$ cat src/rtl/irqcfg_pkg.sv
package irqcfg_pkg;

    typedef enum logic [2:0] {
        RG_TYPE,
        RG_IMPL,
        RG_PERIPH,
        RG_PRIO,
        RG_TARGET,
        RG_NONE
    } region_e;

    typedef struct packed {
        region_e    region;
        logic [7:0] word;
        logic       in_range;
    } decode_t;

    // Mask keeping the upper 'bits' bits of a priority byte.
    function automatic logic [7:0] prio_byte_mask(input int bits);
        logic [7:0] m;
        m = 8'hFF;
        m = m << (8 - bits);
        return m;
    endfunction

    // Mask keeping the bits of the CPUs that exist.
    function automatic logic [7:0] cpu_byte_mask(input int n);
        logic [8:0] t;
        t = (9'd1 << n) - 9'd1;
        return t[7:0];
    endfunction

    function automatic logic [31:0] lanes4(input logic [7:0] b);
        return {4{b}};
    endfunction

endpackage

$ cat src/rtl/irqcfg_decode.sv
module irqcfg_decode
    import irqcfg_pkg::*;
#(
    parameter int NUM_IRQ = 64
) (
    input  logic [11:0] addr,
    output decode_t     dec
);
    localparam logic [8:0] WORD_LIMIT = 9'(NUM_IRQ / 4);

    always_comb begin
        dec.word     = addr[9:2];
        dec.in_range = ({1'b0, addr[9:2]} < WORD_LIMIT);
        unique case (addr[11:10])
            2'b00: begin
                if (addr[9:2] == 8'd0)      dec.region = RG_TYPE;
                else if (addr[9:2] == 8'd1) dec.region = RG_IMPL;
                else if (addr[9:2] == 8'd2) dec.region = RG_PERIPH;
                else                        dec.region = RG_NONE;
            end
            2'b01:   dec.region = RG_PRIO;
            2'b10:   dec.region = RG_TARGET;
            default: dec.region = RG_NONE;
        endcase
    end
endmodule

$ cat src/rtl/irqcfg_prio_bank.sv
module irqcfg_prio_bank #(
    parameter int NUM_IRQ   = 64,
    parameter int PRIO_BITS = 5
) (
    input  logic        clk,
    input  logic        rst,
    input  logic        wr_en,
    input  logic [7:0]  wr_word,
    input  logic [31:0] wr_data,
    input  logic [3:0]  wr_strb,
    input  logic [7:0]  rd_word,
    output logic [31:0] rd_data
);
    localparam int FLAT_W = NUM_IRQ * 8;

    logic [FLAT_W-1:0] prio_flat;

    for (genvar i = 0; i < NUM_IRQ; i++) begin : g_prio
        localparam int         LANE = i % 4;
        localparam logic [7:0] WORD = 8'(i / 4);
        logic [PRIO_BITS-1:0] q;

        always_ff @(posedge clk) begin
            if (rst) begin
                q <= '0;
            end else if (wr_en && (wr_word == WORD) && wr_strb[LANE]) begin
                q <= wr_data[8*LANE+7 -: PRIO_BITS];
            end
        end

        if (PRIO_BITS == 8) begin : g_full
            assign prio_flat[8*i +: 8] = q;
        end else begin : g_part
            assign prio_flat[8*i +: 8] = {q, {(8-PRIO_BITS){1'b0}}};
        end
    end

    logic [12:0] rd_base;
    always_comb begin
        rd_base = {rd_word, 5'd0};
        rd_data = '0;
        for (int w = 0; w < NUM_IRQ / 4; w++) begin
            if (rd_word == 8'(w)) rd_data = prio_flat[32*w +: 32];
        end
    end

    logic unused_base;
    assign unused_base = ^rd_base;
endmodule

$ cat src/rtl/irqcfg_target_bank.sv
module irqcfg_target_bank
    import irqcfg_pkg::*;
#(
    parameter int NUM_IRQ = 64,
    parameter int NUM_CPU = 4
) (
    input  logic        clk,
    input  logic        rst,
    input  logic        wr_en,
    input  logic [7:0]  wr_word,
    input  logic [31:0] wr_data,
    input  logic [3:0]  wr_strb,
    input  logic [7:0]  rd_word,
    input  logic [2:0]  rd_cpu,
    output logic [31:0] rd_data
);
    localparam int         FIRST_SHARED = 32;
    localparam int         FLAT_W       = NUM_IRQ * 8;
    localparam logic [7:0] CPU_MASK     = cpu_byte_mask(NUM_CPU);

    logic [FLAT_W-1:0] tgt_flat;
    logic [7:0]        self_mask;

    assign self_mask = (8'd1 << rd_cpu) & CPU_MASK;

    for (genvar i = 0; i < NUM_IRQ; i++) begin : g_tgt
        if (i < FIRST_SHARED) begin : g_private
            assign tgt_flat[8*i +: 8] = self_mask;
        end else begin : g_shared
            localparam int         LANE = i % 4;
            localparam logic [7:0] WORD = 8'(i / 4);
            logic [NUM_CPU-1:0] q;

            always_ff @(posedge clk) begin
                if (rst) begin
                    q <= '0;
                end else if (wr_en && (wr_word == WORD) && wr_strb[LANE]) begin
                    q <= wr_data[8*LANE +: NUM_CPU];
                end
            end

            if (NUM_CPU == 8) begin : g_full
                assign tgt_flat[8*i +: 8] = q;
            end else begin : g_part
                assign tgt_flat[8*i +: 8] = {{(8-NUM_CPU){1'b0}}, q};
            end
        end
    end

    always_comb begin
        rd_data = '0;
        for (int w = 0; w < NUM_IRQ / 4; w++) begin
            if (rd_word == 8'(w)) rd_data = tgt_flat[32*w +: 32];
        end
    end
endmodule

$ cat src/rtl/irqcfg_bank.sv
module irqcfg_bank
    import irqcfg_pkg::*;
#(
    parameter int          NUM_IRQ   = 64,
    parameter int          NUM_CPU   = 4,
    parameter int          PRIO_BITS = 5,
    parameter logic [31:0] IMPL_ID   = 32'h0102_0A5C,
    parameter logic [31:0] PERIPH_ID = 32'h0000_0024
) (
    input  logic        clk,
    input  logic        rst,
    input  logic        wr_en,
    input  logic [11:0] wr_addr,
    input  logic [31:0] wr_data,
    input  logic [3:0]  wr_strb,
    input  logic        rd_en,
    input  logic [11:0] rd_addr,
    input  logic [2:0]  rd_cpu,
    output logic        rd_valid,
    output logic [31:0] rd_data
);
    localparam logic [31:0] TYPE_VAL =
        {24'd0, 3'(NUM_CPU - 1), 5'(NUM_IRQ / 32 - 1)};

    decode_t wdec, rdec;
    logic    prio_we, tgt_we;
    logic [31:0] prio_rd, tgt_rd, rd_next;

    irqcfg_decode #(.NUM_IRQ(NUM_IRQ)) u_wdec (.addr(wr_addr), .dec(wdec));
    irqcfg_decode #(.NUM_IRQ(NUM_IRQ)) u_rdec (.addr(rd_addr), .dec(rdec));

    assign prio_we = wr_en && (wdec.region == RG_PRIO)   && wdec.in_range;
    assign tgt_we  = wr_en && (wdec.region == RG_TARGET) && wdec.in_range;

    irqcfg_prio_bank #(.NUM_IRQ(NUM_IRQ), .PRIO_BITS(PRIO_BITS)) u_prio (
        .clk(clk), .rst(rst), .wr_en(prio_we), .wr_word(wdec.word),
        .wr_data(wr_data), .wr_strb(wr_strb), .rd_word(rdec.word),
        .rd_data(prio_rd)
    );

    irqcfg_target_bank #(.NUM_IRQ(NUM_IRQ), .NUM_CPU(NUM_CPU)) u_tgt (
        .clk(clk), .rst(rst), .wr_en(tgt_we), .wr_word(wdec.word),
        .wr_data(wr_data), .wr_strb(wr_strb), .rd_word(rdec.word),
        .rd_cpu(rd_cpu), .rd_data(tgt_rd)
    );

    always_comb begin
        unique case (rdec.region)
            RG_TYPE:   rd_next = TYPE_VAL;
            RG_IMPL:   rd_next = IMPL_ID;
            RG_PERIPH: rd_next = PERIPH_ID;
            RG_PRIO:   rd_next = rdec.in_range ? prio_rd : 32'd0;
            RG_TARGET: rd_next = rdec.in_range ? tgt_rd  : 32'd0;
            default:   rd_next = 32'd0;
        endcase
    end

    always_ff @(posedge clk) begin
        if (rst) begin
            rd_valid <= 1'b0;
            rd_data  <= '0;
        end else begin
            rd_valid <= rd_en;
            if (rd_en) rd_data <= rd_next;
        end
    end
endmodule

$ cat config.mk
export PLATFORM = sky130hd
export DESIGN_NAME = irqcfg_bank
export DESIGN_NICKNAME = d
export VERILOG_FILES = /design/src/rtl/irqcfg_pkg.sv /design/src/rtl/irqcfg_decode.sv /design/src/rtl/irqcfg_prio_bank.sv /design/src/rtl/irqcfg_target_bank.sv /design/src/rtl/irqcfg_bank.sv
export SDC_FILE = /design/constraint.sdc
export NUM_CORES = 1
export LEC_CHECK = 0
export ABC_AREA = 1
export BUFFER_PORTS_ARGS = -buffer_cell sky130_fd_sc_hd__buf_4
export CORE_ASPECT_RATIO = 1.4
export CORE_UTILIZATION = 61
export DETAILED_ROUTE_END_ITERATION = 8
export GPL_ROUTABILITY_DRIVEN = 0
export PLACE_DENSITY = 0.78
export SLEW_MARGIN = 15
export SYNTH_ARGS = -nofsm -noshare
export SYNTH_HDL_FRONTEND = slang
export SYNTH_SLANG_ARGS = --single-unit
$ cat constraint.sdc
create_clock -name clk -period 3.4 [get_ports clk]
set_input_delay 0.17 -clock clk [delete_from_list [all_inputs] [get_ports clk]]
set_output_delay 0.17 -clock clk [all_outputs]
set_load 0.005 [all_outputs]
# Yosys cells after proc, flatten, opt, wreduce, memory -nomap -nowiden
# Index checks and enable logic that the tools add are counted.
# op_classes
n_addsub,0
mul,0
n_div,0
order_cmp,2
n_eq_ne,40
n_shift,1
n_mux,43
n_bitwise,0
n_reduce_logical,129
# ops
operator,n
32-bit 2-to-1 mux,18
28-bit 2-to-1 mux,16
32-bit case mux with 5 select lines,1
"8-bit by 4-bit == test with 1-bit output, second input constant",16
1-bit logical AND,124
"8-bit by 3-bit == test with 1-bit output, second input constant",8
"8-bit by 2-bit == test with 1-bit output, second input constant",4
3-bit 2-to-1 mux,6
3-bit case mux with 3 select lines,2
"8-bit by 1-bit == test with 1-bit output, second input constant",2
8-bit zero test,2
"8-bit by 5-bit less-than comparator with 1-bit output, second input constant",2
"3-bit by 2-bit == test with 1-bit output, second input constant",3
"3-bit == test, second input constant",2
"2-bit by 1-bit == test with 1-bit output, second input constant",2
"2-bit == test, second input constant",2
2-bit zero test,2
"1-bit by 3-bit left shift with 4-bit output, first input constant",1
"3-bit by 1-bit == test with 1-bit output, second input constant",1
3-bit zero test,1
# totals
ff_bits,481
latch_bits,0
ram_bits,0
romBits,0
out_inout_bits,33
wordCells,313
memories,0

# Depth between registers and ports, before layout
# Gate-level depths: netlist (run 1).
# depth
depth_word,19
mapped_depth,20
depth_no_buf,19

# By module
# Synthesis (run 1) repeated with hierarchy kept, for this count alone.
# unflattened
hier_cells,3384
area_unflattened_um2,23901.7
# by_module_without_submodules
mod,n_inst,cells_each,area_each_um2,seq_area_each_um2
irqcfg_prio_bank,1,2108,15273.4,6406.1
irqcfg_target_bank,1,906,6333.6,2562.5
irqcfg_bank,1,292,1884.3,660.6
irqcfg_decode,2,39,205.2,0.0

# Worst setup path after synthesis (run 1)
# Ideal clock, no wire load.
# synth_timing
path_kind,input-to-reg
start,input rd_addr[2]
end,register rd_data[25]
t_arrival_ns,1.604
required_time_ns,3.268
setup_slack_ns,1.663
stages,14
path_buffers,2
path_cell_list,buf_4 nor2_4 inv_2 nor3_4 inv_2 buf_4 o21ai_1 o21ai_1 a21oi_1 o21ai_1 a21oi_1 o21ai_1 o21ai_1 a21oi_1
# synth_via
elab_chain_cells,19
word_cells_on_any_way,60
# synth_lines
item,line_no,text
from (decl),irqcfg_bank.sv:17,"input logic [11:0] rd_addr,"
8-bit zero test,"irqcfg_decode.sv:16, irqcfg_target_bank.sv:53",
28-bit 2-to-1 mux (16 in series),irqcfg_target_bank.sv:53,if (rd_word == 8'(w)) rd_data = tgt_flat[32*w +: 32];
32-bit 2-to-1 mux,irqcfg_bank.sv:53,RG_TARGET: rd_next = rdec.in_range ? tgt_rd : 32'd0;
32-bit case mux with 5 select lines *,irqcfg_bank.sv:48,unique case (rdec.region)
to (signal assigned),irqcfg_bank.sv:64,if (rd_en) rd_data <= rd_next;
to (decl),irqcfg_bank.sv:20,output logic [31:0] rd_data
# Mark *: on every way between the ends. The rest lies on a longest branch, timed or not.
# A chain may end at the register's enable or synchronous reset.

# Worst setup path in the final report (run 1)
# layout_timing
start,input rd_addr[7]
end,register rd_data[23]
# layout_via
elab_chain_cells,19
word_cells_on_any_way,60
# layout_lines
item,line_no,text
8-bit zero test,"irqcfg_decode.sv:16, irqcfg_prio_bank.sv:43",
32-bit 2-to-1 mux (16 in series),irqcfg_prio_bank.sv:43,if (rd_word == 8'(w)) rd_data = prio_flat[32*w +: 32];
32-bit 2-to-1 mux,irqcfg_bank.sv:52,RG_PRIO: rd_next = rdec.in_range ? prio_rd : 32'd0;
32-bit case mux with 5 select lines *,irqcfg_bank.sv:48,
# Marks and branches as above.

==> summary.md, run 1 <==
| Metric | Value |
|---|---|
| CTS tree | yes |
| Drt first-iter violations | 2188 |
| Die height | 225.0 µm |
| Post-cts sizing count | 0 |
| Relative slew margins | around 31% |
| GRT Overall Usage | 37.46% |
| Pleak | 8.850 nW |
| Number of cell rows | just over 80 |
| Worst endpoint required time | about 3.8 ns |
| First-pass DRT Iterations | 5 |
| Sequential share of power | 50.0% |
| Root Driver | clkbuf_16 |
| Setup CP Type | input pin to flop |
| R2R setup slack | 1.42 ns |
| Initial Utilization | 61.94% |
| Clock power frac | 45.3% |
| Sequential-to-total area share from yosys stat | 44.46% |
| Tcrit/Tclk final | between 60% and 70% |
| Cell variety after synth | 42 |
| Min Tclk post-route | 2.242 ns |
| Pwr/cell area | approximately 460 nW/µm² |
| Global-route wire length before repair | 105900 µm |
| Final nets | 3050 |
| Post-synthesis cell count | 2928 |
| Htree depth | 2 |
| CTS Sinks | 481 |
| Post-synth top area cell | dfxtp_1 |
| Routed vias | 20560 |
| Hpwl dp | 46810 µm |
| DRC Markers | 0 |
| Grt ovf | 0 |
| GR Layer Usage met3 | a little over 6% |
| Final setup viols | 0 |
| Synth top area cells | dfxtp_1, a211oi_1, nor2_1 |
| Synth Area per Inst | 7.397 µm² |
| Switch share | 22.98% |
| Net Sw Power | 2.596 mW |
| DR WL/cell | 19.71 µm |
| Gr busiest metal | met2 |
| Final core utilization | 69.66% |
| Status | completed |
| Setup_tns | 0 ns |
| Slew Limit Fails | 0 |
| Port Buffer Count | 95 |
| Yosys reg bits | 481 |
| Final ANT Viol Nets | 0 |
| Mapped Nets | 2999 |
| Max IR drop VDD | 472.8 µV |
| Number of global-route vias before repair | 19230 |
| Largest net degree at the start of global routing | between 100 and 150 |
| RSZ-0062 raised after global routing | no |
| GRT met2 Usage | a little over three fifths |
| CP Max Fanout | 13 |
| Clk buf depth | 3 |
| DRT Wirelength | just under 70000 µm |
| Setup crit end kind | flop |
| Mapped cell area | roughly 22000 µm² |
| Met1 GRT Util | roughly 44% |
| Clock latency on the worst-skew pair | about 0.57 ns |
| Die width | 161.3 µm |
| Drt via density | 5.924 |
| Share of the synthesized area in the top cell type | 44.46% |
| Core Box Area | 34960 µm² |
| Comb power frac | 4.8% |
| Setup crit start kind | input pin |
| Worst Max-Slew Pin Slew | around 1.0 ns |
| Fmax | 446.0 MHz |
| Layout cells sized above 1 | 8.825% |
| Arrival @ worst endpoint | 2.69 ns |
| Ys Warns | 0 |
| I/O Pins | 100 |
| Inserted Clock Buffers | between 40 and 50 |
| CTS clock-pin slew for the worst setup and hold paths | 0.07 ns |
| Fin. Hold Viols | 0 |
| Initial antenna violation count | 2 |
| Total of max-cap violations | 0 |
| Pint | 8.703 mW |
| Clock Skews | 0.008146 ns |
| Synth-to-Final Area Change | 12.46% |
| DIE AREA | 36270 µm² |
| Hold Crit Class | input pin to flop |
| Fillers | 2889 |
## kinds of logic after synthesis
kind of cell             after synthesis  share of synthesized area, %
buffers and inverters                597                         10.72
flip-flops                           481                         44.46
adder cells (fa/ha/maj)                4                        0.2311
AO/OA/AOI/OAI                        760                         23.09
AND/OR/NAND/NOR                     1086                         21.50
## metrics by stage
step                      hold WS [ns]  area [µm²]  power (mW)  worst slack (ns)  instances
after detailed placement        0.4435       22600       6.263            0.6597       3360
after floorplan                 0.3459       21660       6.054             1.663       2928
final                          0.01767       24360       11.30             1.158       3471
after global placement          0.4403       22600       6.256            0.7061       3360
after global routing           0.01825       24360       11.58             1.050       3471
after CTS                     0.002095       24350       11.30             1.237       3470
## power by group through the flow
stage | Combinational [mW] | Sequential [mW] | Clock [mW]
3_3_place_gp | 0.485 | 5.77 | 0
5_1_grt | 0.562 | 5.64 | 5.38
4_1_cts | 0.519 | 5.64 | 5.14
2_1_floorplan | 0.284 | 5.77 | 0
3_5_place_dp | 0.492 | 5.77 | 0
6_report | 0.537 | 5.64 | 5.12
## synthesized netlist by cell type, drive strengths merged
cell,instances
a211oi,368
or2,4
nand2,408
clkinv,6
o22ai,22
dfxtp,481
ha,4
buf,46
inv,443
o221ai,2
nor2,502
o2111ai,4
o21bai,1
a31oi,1
nor4,4
o211ai,15
o21ai,63
a21oi,215
o21a,68
nor3,21
nand4,46
clkbuf,102
nand3,101
a2111oi,1
## state kept, by name (all words and copies together), names as in the netlist
name,flops
u_tgt.g_tgt.g_shared.q,128
u_prio.g_prio.q,320
rd_valid,1
rd_data,32
## per-layer routing
| layer | vias up | part of all wire [%] |
|---|---|---|
| met5 | - | 0 |
| met1 | 9458 | 39 |
| met3 | 259 | 8.2 |
| met4 | 0 | 6.6 |
| li1 | 9865 | - |
| met2 | 981 | 47 |
## final cells by class
class | count | area [µm²] | area share, %
Multi-Input combinational cell | 1850 | 9716 | 39.89
Sequential cell | 481 | 9629 | 39.54
Inverter | 449 | 1688 | 6.930
Clock buffer | 68 | 1325 | 5.440
Timing Repair Buffer | 151 | 1271 | 5.219
Tap cell | 456 | 570.5 | 2.343
Clock inverter | 15 | 153.9 | 0.6319
Antenna cell | 1 | 2.502 | 0.01027
## repair_timing
item | in CTS | in global routing
hold buffers | 27 | 0
endpoints found under the hold margin | 215 | 0
setup buffers | 0 | 0
## layout by cell type (no fill, tap or decap), types with 5 or more instances in the layout
cell type,count
dfxtp_1,481
nor2_1,470
inv_1,427
nand2_1,397
a211oi_1,367
a21oi_1,215
buf_4,118
nand3_1,101
o21a_1,68
o21ai_0,47
clkbuf_16,47
nand4_1,45
dlygate4sd3_1,27
nor2_4,21
o22ai_1,21
nor3_1,16
o21ai_1,16
inv_2,15
o211ai_1,15
clkbuf_1,14
clkinv_2,11
nor2_2,10
nand2_2,8
clkbuf_8,7
clkinv_1,6
buf_12,5
## final timing paths
path / startpoint / endpoint / cells past startpoint
worst max register to register: u_prio.g_prio[19].q[0] / rd_data[27] / 12
worst min register to register: u_tgt.g_tgt[32].g_shared.q[2] / u_tgt.g_tgt[32].g_shared.q[2] / 2
worst min-delay path: wr_data[3] / u_prio.g_prio[36].q[0] / 3
worst max-delay path: rd_addr[7] / rd_data[23] / 14
## worst max-delay path, cell delays in order
cell and delay, ns:
buf_4 0.12, nor2_4 0.15, nand2_4 0.18, inv_2 0.26
nand2_1 0.15, nor2_4 0.41, inv_1 0.26, or2_2 0.32
nand2_1 0.09, nand4_1 0.12, nor2_1 0.17, nand4_1 0.14
nand2_1 0.09, a21oi_1 0.05
(Power assumes the default switching activity.)
==> run 2: changes to the inputs <==
==> constraint.sdc (replaced) <==
create_clock -name clk -period 2.1 [get_ports clk]
set_input_delay 0.105 -clock clk [delete_from_list [all_inputs] [get_ports clk]]
set_output_delay 0.105 -clock clk [all_outputs]
set_load 0.005 [all_outputs]
==> summary.md, run 2 (synthesis results as in run 1) <==
| Metric | Value |
|---|---|
| CP peak stage delay | 0.39 ns (-0.02 ns) |
| FF-to-FF End | rd_data[27] |
| Worst Max-Slew Pin Slew | 0.6691 ns (-0.3559 ns) |
| Number of cell rows | 81 (unchanged) |
| R2R depth | 12 (unchanged) |
| RSZ-0062 raised after global routing | no |
| Global-route wire length before repair | 110800 µm (+4.6%) |
| Slowest CP cell | dfxtp_1 |
| Total of max-cap violations | 0 (unchanged) |
| Routed vias | 21410 (+4.1%) |
| Tcrit/Tclk final | between 90 and 100% |
| Setup_tns | 0 ns (unchanged) |
| Largest regs | u_prio.g_prio.q: 320 flops, u_tgt.g_tgt.g_shared.q: 128 flops, rd_data: 32 flops |
| Reg area | 9629 µm² (unchanged) |
| Clk buf depth | 3 (unchanged) |
| Final setup viols | 0 (unchanged) |
| Pwr/cell area | 725.0 nW/µm² (+56%) |
| Hold Crit Class | input pin to flop |
| Max IR drop VDD | 733.1 µV (+55%) |
| Slew Limit Fails | 0 (unchanged) |
| Worst hold margin | 0.1414 ns (+0.1237 ns) |
| Setup crit end kind | flop |
| DRC Markers | 0 (unchanged) |
| Hpwl dp | 50060 µm (+6.9%) |
| Htree depth | 2 (unchanged) |
| Clock Skews | 0.01918 ns (+0.01104 ns) |
| Setup crit start kind | flop |
| Pleak | 9.627 nW (+8.8%) |
| CTS clock-pin slew for the worst setup and hold paths | 0.07 ns (about the same) |
| DR WL/cell | 19.74 µm (+0.14%) |
| Largest net degree at the start of global routing | 90 (-17%) |
| Dpl cell area | 23750 µm² (+5.1%) |
| R2R setup slack | 0.18 ns (-1.24 ns) |
| DRT Wirelength | 71270 µm (+4.2%) |
| Setup CP Type | flop to flop |
| Inserted Clock Buffers | 45 (-2.2%) |
| Final nets | 3191 (+4.6%) |
| Final non-filler cell total | 3611 (+4.0%) |
| Initial Utilization | 61.94% (unchanged) |
| Max reg flops | 320 (unchanged) |
| Final ANT Viol Nets | 0 (unchanged) |
| Worst endpoint required time | 2.55 ns (-1.29 ns) |
| Fillers | 2694 (-6.7%) |
| Worst setup endpoint | rd_data[27] |
| # diodes | 0 (-1) |
| CTS tree | yes |
| GRT Overall Usage | 39.04% (+1.6 points) |
| Power Total | 18.60 mW (+65%) |
| Post-cts sizing count | 0 (unchanged) |
| Inst Count DP | 3493 (+4.0%) |
| Number of global-route vias before repair | 20690 (+7.6%) |
| Fmax | 521.3 MHz |
| Die width | 161.3 µm (unchanged) |
| Clock latency on the worst-skew pair | 0.57 ns (about the same) |
| Initial antenna violation count | 0 (-2) |
| Synth-to-Final Area Change | 18.43% |
| Drt via density | 5.929 (about the same) |
| Most frequent cells in the layout | dfxtp_1, nor2_1, inv_1 |
| Most frequent CP cell | nand2_1 |
| Fin area | 25650 µm² (+5.3%) |
| Drt first-iter violations | 2021 (-7.6%) |
| Fin. Hold Viols | 0 (unchanged) |
| Biggest register | u_prio.g_prio.q |
| Critical-path cell list | o211ai_1 -> nand3_1 -> nand2_1 -> nand2_1 -> nand2_1 -> nand4_1 -> nand2_1 -> nand4_1 -> nand2_1 -> nand2_1 -> nand2_1 -> a21oi_1 |
| CTS Sinks | 481 (unchanged) |
| Layout cells sized above 1 | 12.87% (+4.0 points) |
| Die height | 225.0 µm (unchanged) |
| Leading cell type in the layout, fill and taps excluded | dfxtp_1 |
| Critical path origin | u_prio.g_prio[19].q[0] |
| I/O Pins | 100 (unchanged) |
| Grt ovf | 0 (unchanged) |
| Status | completed |
| Relative slew margins | 55.34% (+24 points) |
| Port Buffer Count | 95 (unchanged) |
| Area of the multi-input gates | 9716 µm² (unchanged) |
| Critical R2R Launch | u_prio.g_prio[19].q[0] |
| CP Max Fanout | 2 (-11) |
| DIE AREA | 36270 µm² (unchanged) |
| Core Box Area | 34960 µm² (unchanged) |
| Min Tclk post-route | 1.918 ns |
| Arrival @ worst endpoint | 2.37 ns (-0.32 ns) |
| Root Driver | clkbuf_16 |
| First-pass DRT Iterations | 6 (+1) |
==> run 2: cell count changes in the layout (fill, tap and decap cells not counted), moves of 2 or more <==
| cell | delta |
|---|---|
| buf_12 | +12 |
| buf_4 | +121 |
| clkbuf_1 | -8 |
| clkbuf_16 | -2 |
| clkbuf_8 | +10 |
| clkinv_2 | -3 |
| dlygate4sd3_1 | +9 |
==> run 2: repair_timing <==
item                                   CTS  global route
hold buffers                            36             0
endpoints found under the hold margin  327             0
buffers inserted                         0             0
==> run 2: final cells by class <==
cell class | count | share of cell area (%)
tap | 456 | 2.224
clock buffer | 68 | 5.390
clock inverter | 14 | 0.6048
inverter | 449 | 6.580
sequential | 481 | 37.54
timing repair buffer | 293 | 9.785
multi-input combinational | 1850 | 37.88
==> run 2: where the power goes <==
group | switching, mW | total, mW | internal (mW)
Combinational | 0.669 | 0.955 | 0.286
Sequential | 0.00788 | 9.14 | 9.13
Clock | 3.59 | 8.50 | 4.92
==> run 2: metrics by stage <==
| stage | setup WS, ns | utilization [%] |
|---|---|---|
| 2_1_floorplan | 0.4283 | - |
| 5_1_grt | 0.1041 | 73.36 |
| 3_3_place_gp | -0.2061 | 67.93 |
| 4_1_cts | 0.1858 | 73.36 |
| 6_report | 0.1817 | 73.36 |
| 3_5_place_dp | -0.2032 | 67.93 |
==> run 2: metal layers <==
metal / global-route usage, % / up-vias / routed length (µm) / part of all wire, %
met5: 0 / - / 0 / 0
met4: 28.67 / 0 / 5651 / 7.9
met3: 5.521 / 328 / 5127 / 7.2
met2: 66.48 / 1084 / 33930 / 48
met1: 44.60 / 9855 / 26560 / 37
li1: - / 10140 / - / -
==> run 2: how the worst min path moves through the flow <==
stage / from / slack [ns] / cells after the start / endpoint
after floorplan: wr_data[7] / 0.28 / 2 / u_prio.g_prio[12].q[4]
after global placement: u_prio.g_prio[63].q[0] / 0.44 / 2 / u_prio.g_prio[63].q[0]
after detailed placement: u_tgt.g_tgt[32].g_shared.q[2] / 0.44 / 2 / u_tgt.g_tgt[32].g_shared.q[2]
after CTS: wr_strb[2] / 0.11 / 4 / u_prio.g_prio[10].q[1]
after global routing: wr_strb[2] / 0.14 / 4 / u_prio.g_prio[10].q[1]
final: wr_strb[2] / 0.14 / 4 / u_prio.g_prio[10].q[1]
==> run 2: worst max-delay path: cells and delay by family, from the launching register on <==
kind | cells | cell delay (ns)
AO/OA/AOI/OAI | 2 | 0.42
flip-flops | 1 | 0.39
AND/OR/NAND/NOR | 10 | 0.99
